File: config.mk
export PLATFORM = sky130hd
export DESIGN_NAME = burst_addr_seq
export DESIGN_NICKNAME = d
export VERILOG_FILES = /design/src/rtl/bas_pkg.sv /design/src/rtl/bas_start_decode.sv /design/src/rtl/bas_beat_ctr.sv /design/src/rtl/burst_addr_seq.sv
export SDC_FILE = /design/constraint.sdc
export NUM_CORES = 1
export LEC_CHECK = 0
export ABC_AREA = 1
export BUFFER_PORTS_ARGS = -buffer_cell sky130_fd_sc_hd__buf_4
export CAP_MARGIN = 10
export CORE_AREA = 3 3 41 79
export DETAILED_ROUTE_END_ITERATION = 8
export DIE_AREA = 0 0 44 82
export PLACE_DENSITY_LB_ADDON = 0.25
export SLEW_MARGIN = 20
export SYNTH_ARGS = -nofsm -noshare
export SYNTH_HDL_FRONTEND = slang
export SYNTH_SLANG_ARGS = --single-unit
File: constraint.sdc
create_clock -name clk -period 2.4 [get_ports clk]
set_input_delay 0.48 -clock clk [delete_from_list [all_inputs] [get_ports clk]]
set_output_delay 0.48 -clock clk [all_outputs]
set_load 0.005 [all_outputs]
File: src/rtl/bas_pkg.sv
package bas_pkg;
  localparam int LOW_W = 2;
  typedef logic [LOW_W-1:0] low_t;

  typedef enum logic [1:0] {
    ACT_HOLD  = 2'd0,
    ACT_LOAD  = 2'd1,
    ACT_DESEL = 2'd2,
    ACT_STEP  = 2'd3
  } action_t;

  // Low address bits for a given beat: additive (wraps at LOW_W) or XOR.
  function automatic low_t beat_addr(input low_t start, input low_t beat,
                                     input logic interleave);
    low_t r;
    if (interleave) r = start ^ beat;
    else            r = start + beat;
    return r;
  endfunction
endpackage

File: src/rtl/bas_start_decode.sv
module bas_start_decode
  import bas_pkg::*;
(
  input  logic    proc_strb_n,
  input  logic    ctrl_strb_n,
  input  logic    step_n,
  input  logic    sel_n,
  input  logic    sel_hi,
  input  logic    sel_lo_n,
  input  logic    active,
  output logic    proc_take,
  output logic    ctrl_take,
  output logic    start_any,
  output logic    chip_sel,
  output action_t act
);
  always_comb begin
    proc_take = ~proc_strb_n & ~sel_n;   // primary enable masks processor strobe
    ctrl_take = ~ctrl_strb_n & ~proc_take; // processor wins when both are taken
    start_any = proc_take | ctrl_take;
    chip_sel  = ~sel_n & sel_hi & ~sel_lo_n;
    if (start_any)               act = chip_sel ? ACT_LOAD : ACT_DESEL;
    else if (active && !step_n)  act = ACT_STEP;
    else                         act = ACT_HOLD;
  end
endmodule

File: src/rtl/bas_beat_ctr.sv
module bas_beat_ctr
  import bas_pkg::*;
(
  input  logic clk,
  input  logic rst,
  input  logic clear,
  input  logic adv,
  output low_t beat_q,
  output low_t beat_next
);
  assign beat_next = beat_q + low_t'(1);

  always_ff @(posedge clk) begin
    if (rst || clear) beat_q <= '0;
    else if (adv)     beat_q <= beat_next;
  end
endmodule

File: src/rtl/burst_addr_seq.sv
module burst_addr_seq
  import bas_pkg::*;
#(
  parameter int ADDR_W = 17
) (
  input  logic              clk,
  input  logic              rst,
  input  logic [ADDR_W-1:0] ext_addr_i,
  input  logic              proc_strb_n,
  input  logic              ctrl_strb_n,
  input  logic              step_n,
  input  logic              sel_n,
  input  logic              sel_hi,
  input  logic              sel_lo_n,
  input  logic              order_sel,
  output logic [ADDR_W-1:0] addr_o,
  output logic              burst_active_o
);
  localparam int HI_W = ADDR_W - LOW_W;

  logic              proc_take, ctrl_take, start_any, chip_sel;
  action_t           act;
  low_t              beat_q, beat_next, start_low_q, next_low;
  logic [HI_W-1:0]   hi_q;
  low_t              lo_q;
  logic              active_q;

  bas_start_decode u_dec (
    .proc_strb_n (proc_strb_n),
    .ctrl_strb_n (ctrl_strb_n),
    .step_n      (step_n),
    .sel_n       (sel_n),
    .sel_hi      (sel_hi),
    .sel_lo_n    (sel_lo_n),
    .active      (active_q),
    .proc_take   (proc_take),
    .ctrl_take   (ctrl_take),
    .start_any   (start_any),
    .chip_sel    (chip_sel),
    .act         (act)
  );

  bas_beat_ctr u_beat (
    .clk       (clk),
    .rst       (rst),
    .clear     (act == ACT_LOAD),
    .adv       (act == ACT_STEP),
    .beat_q    (beat_q),
    .beat_next (beat_next)
  );

  assign next_low = beat_addr(start_low_q, beat_next, order_sel);

  always_ff @(posedge clk) begin
    if (rst) begin
      hi_q        <= '0;
      lo_q        <= '0;
      start_low_q <= '0;
      active_q    <= 1'b0;
    end else begin
      case (act)
        ACT_LOAD: begin
          hi_q        <= ext_addr_i[ADDR_W-1:LOW_W];
          lo_q        <= ext_addr_i[LOW_W-1:0];
          start_low_q <= ext_addr_i[LOW_W-1:0];
          active_q    <= 1'b1;
        end
        ACT_DESEL: active_q <= 1'b0;
        ACT_STEP:  lo_q     <= next_low;
        default: ;
      endcase
    end
  end

  assign addr_o         = {hi_q, lo_q};
  assign burst_active_o = active_q;
endmodule

==> impl_results.md <==
- Setup Buffers After CTS: 0
- End-of-flow core utilization: 48.5%
- Port Buf Inserts: 43
- Total GRT Usage: between 10% and 20%
- Worst path bufs/invs: 4
- Status: finished clean
- Top sig layer: met4
- Sequential share of power: between 50% and 60%
- Gate power share: between 10% and 20%
- Fin. max-slew vios: 0
- Fin Hold WS: roughly 0.47 ns
- Worst-skew pair later-pin latency: around 0.26 ns
- Nets: about 200
- Initial core utilization: 34.7%
- Tcrit/Tclk final: a little over 70%
- Worst reg2reg path startpoint: burst_active_o$_SDFFE_PP0P_
- CP Capture Type: flip-flop
- Slew HR: 81.7%
- Hold Path Cell Cnt: 2
- Number of CTS-inserted buffers: 3
- Area growth syn-to-layout: 39.5%
- Worst EP required: 2.57 ns
- YS warnings: 0
- Top cell type by total area after synthesis: dfxtp_1
- Static leakage: roughly 0.00061 µW
- Clk sinks: 22
- Register area share after synthesis: a little under half
- Vias in the first global route: a little over 900
- Hold_sp: hi_q[3]$_SDFFE_PP0N_
- Syn Nets: approximately 160
- Vias: 928
- Type of the worst setup path: in2reg
- H-tree levels: 1
- Final critical-path required period: about 1.7 ns
- Clock share of power: between 30% and 40%
- Met2 wire length: 1.27 mm
- Vias per inst: 4.62
- P_int: 544 µW
- # rows: 27
- R2R cell count: 9
- Reg clk slew, reported paths: roughly 0.070 ns
- Hold_buf cts: 0
- Register area: 440 µm²
- Largest net degree at the start of global routing: 22
- Distinct cells, synth: 18
- Post-synthesis register bit count: 22
- # fillers: 283
- Top FF cell, synth: dfxtp_1
- CP delay by family, top: compound AO/OA/AOI/OAI gates
- Max stage delay on crit path: ~0.23 ns
- Syn Inst Count: between 100 and 150
- Antenna violations before repair: 0
- EDFF count, synth: 0
- GP Congestion: about 0.79
- Die X-Extent: approximately 44 µm
- Commonest cells post-synth: 50 x nand2_1, 22 x dfxtp_1, 19 x a21oi_1
- Cell Area, Synth: ~960 µm²
- Peak fanout along the critical path: 18
- Critical Path Most Common Cell: inv_2
- CTS tree: built
- Grt ovf: 0
- Final instance area: between 0.001 and 0.0015 mm²
- Peak VDD IR: 329 µV
- Detailed Routing Iterations Pass 1: 4
- Met3 Wirelength: between 100 and 150 µm
- Post-DP HPWL: approximately 1.8 mm
- Worst-margin pin slew: between 0.2 and 0.3 ns
- CP Launch Type: input port
- Crit-path cells: buf_4 -> o21ai_4 -> inv_2 -> o21ai_0 -> inv_1 -> ha_1 -> inv_2 -> nor2_1 -> a211oi_1
- Core region area: about 0.0028 mm²
- I/O pin cnt: 44
- Drt drc: 0
- Top-area cell type share of the netlist area: 45.8%
- Worst Skew: ~0.0070 ns
- Die H: about 82 µm
- Final hold violations: 0
- First-pass GRT wire length: between 3 and 4 mm
- Multi-input logic area: roughly 450 µm²
- Max Cap Viol: 0
- Setup TNS: 0 ns
- R2r endpoint: start_low_q[1]$_SDFFE_PP0N_
- Reg2Reg Setup Slack: 0.73 ns
- Syn Area/Cell: ~7.4 µm²
- Max Buffers Root-to-Sink: 2
- Slowest library cell on the worst path: o21ai_0
- Root Driver: clkbuf_8
- Post-route ant nets: 0
- Most frequent cell after synthesis: nand2_1
- RSZ-0062 raised after global routing: false
- Cell Pwr Density: between 500 and 600 mW/mm²
- Wire length on met1: around 810 µm
- Switch Pwr: roughly 160 µW
- Switching Fraction: approximately 23%
- DP Area: approximately 0.0013 mm²
- Async set-or-reset flop fraction in the synthesized netlist: 0%
- Max frequency: a little under 600 MHz
- Die ar.: ~0.0036 mm²
- Worst Hold Class: reg2reg
- Hold Path Sink: hi_q[3]$_SDFFE_PP0N_
- Layout cells sized above 1: approximately a third
- Final wirelength: ~2.2 mm
- Diodes inserted: 0
- Post-CTS sizing: 0
- Final setup fails: 0
- First DRT Iteration DRCs: 18
- Mean routed wirelength per cell: around 11 µm
- Area contributors post-synth: dfxtp_1 46%, nand2_1 20%, a21oi_1 9.9%
- Critical path arrival: 1.86 ns
- Tot Pwr: between 700 and 800 µW
layer usage:
| metal | vias up | track usage [%] |
|---|---|---|
| met1 | 408 | 13.0 |
| met3 | 2 | 2.41 |
| li1 | 492 | - |
| met4 | 0 | 6.34 |
| met2 | 26 | 25.7 |
| met5 | - | 0 |
registers in the layout, summed over array words and instances (netlist names):
signal	cells
burst_active_o	1
hi_q	15
lo_q	2
u_beat.beat_q	2
start_low_q	2
worst max path at each step:
stage	endpoint	slack, ns	depth (start not counted)	startpoint
after global placement	start_low_q[1]$_SDFFE_PP0N_	0.48	9	sel_n
after CTS	start_low_q[1]$_SDFFE_PP0N_	0.68	9	sel_n
after floorplan	u_beat.beat_q[1]$_SDFFE_PP0N_	0.59	8	sel_n
after global routing	start_low_q[1]$_SDFFE_PP0N_	0.53	9	burst_active_o$_SDFFE_PP0P_
after detailed placement	start_low_q[1]$_SDFFE_PP0N_	0.42	9	sel_n
final	start_low_q[1]$_SDFFE_PP0N_	0.71	9	sel_n
layout make-up:
| cell class | instances | area share [%] |
|---|---|---|
| clock buffers | 3 | 3.08 |
| inverters | 12 | 3.36 |
| multi-input cells | 91 | 33.5 |
| flip-flops and latches | 22 | 32.8 |
| well taps | 29 | 2.70 |
| repair buffers | 44 | 24.6 |
metrics by stage:
step,cells,worst slack (ns)
global route,201,0.530
finish,201,0.710
global placement,198,0.477
CTS,201,0.676
detailed placement,198,0.416
floorplan,130,0.593
power groups by stage:
stage                     clock (µW)  combinational [µW]  sequential [µW]
after floorplan                    0                48.7              392
after global placement             0                 103              392
after detailed placement           0                 105              392
after CTS                        228                 105              383
after global routing             246                 117              385
final                            219                 103              383
cells in the final DEF (no fill, tap or decap), drive strengths merged:
cell    Yosys  routed
a211oi      2       2
a21oi      20      20
buf         3      44
clkbuf      2       3
dfxtp      22      22
ha          3       3
inv        12      12
nand2      51      51
nand3       3       3
nor2        9       9
o21ai       2       2
or2         1       1
worst min-delay path: stages, from the launching register on:
cell and delay, ns:
dfxtp_1 0.31, nand2_1 0.06, a21oi_1 0.05
cell families (layout without fill, tap and decap cells):
family / after synthesis / after routing / share of synthesized area, %
DFF: 22 / 22 / 45.8
and+or+nand+nor: 64 / 64 / 28.2
AOI/OAI and AO/OA: 24 / 24 / 14.6
buffers and inverters: 17 / 59 / 7.54
adders and majority gates: 3 / 3 / 3.90
Power figures use the tool's default switching activity.
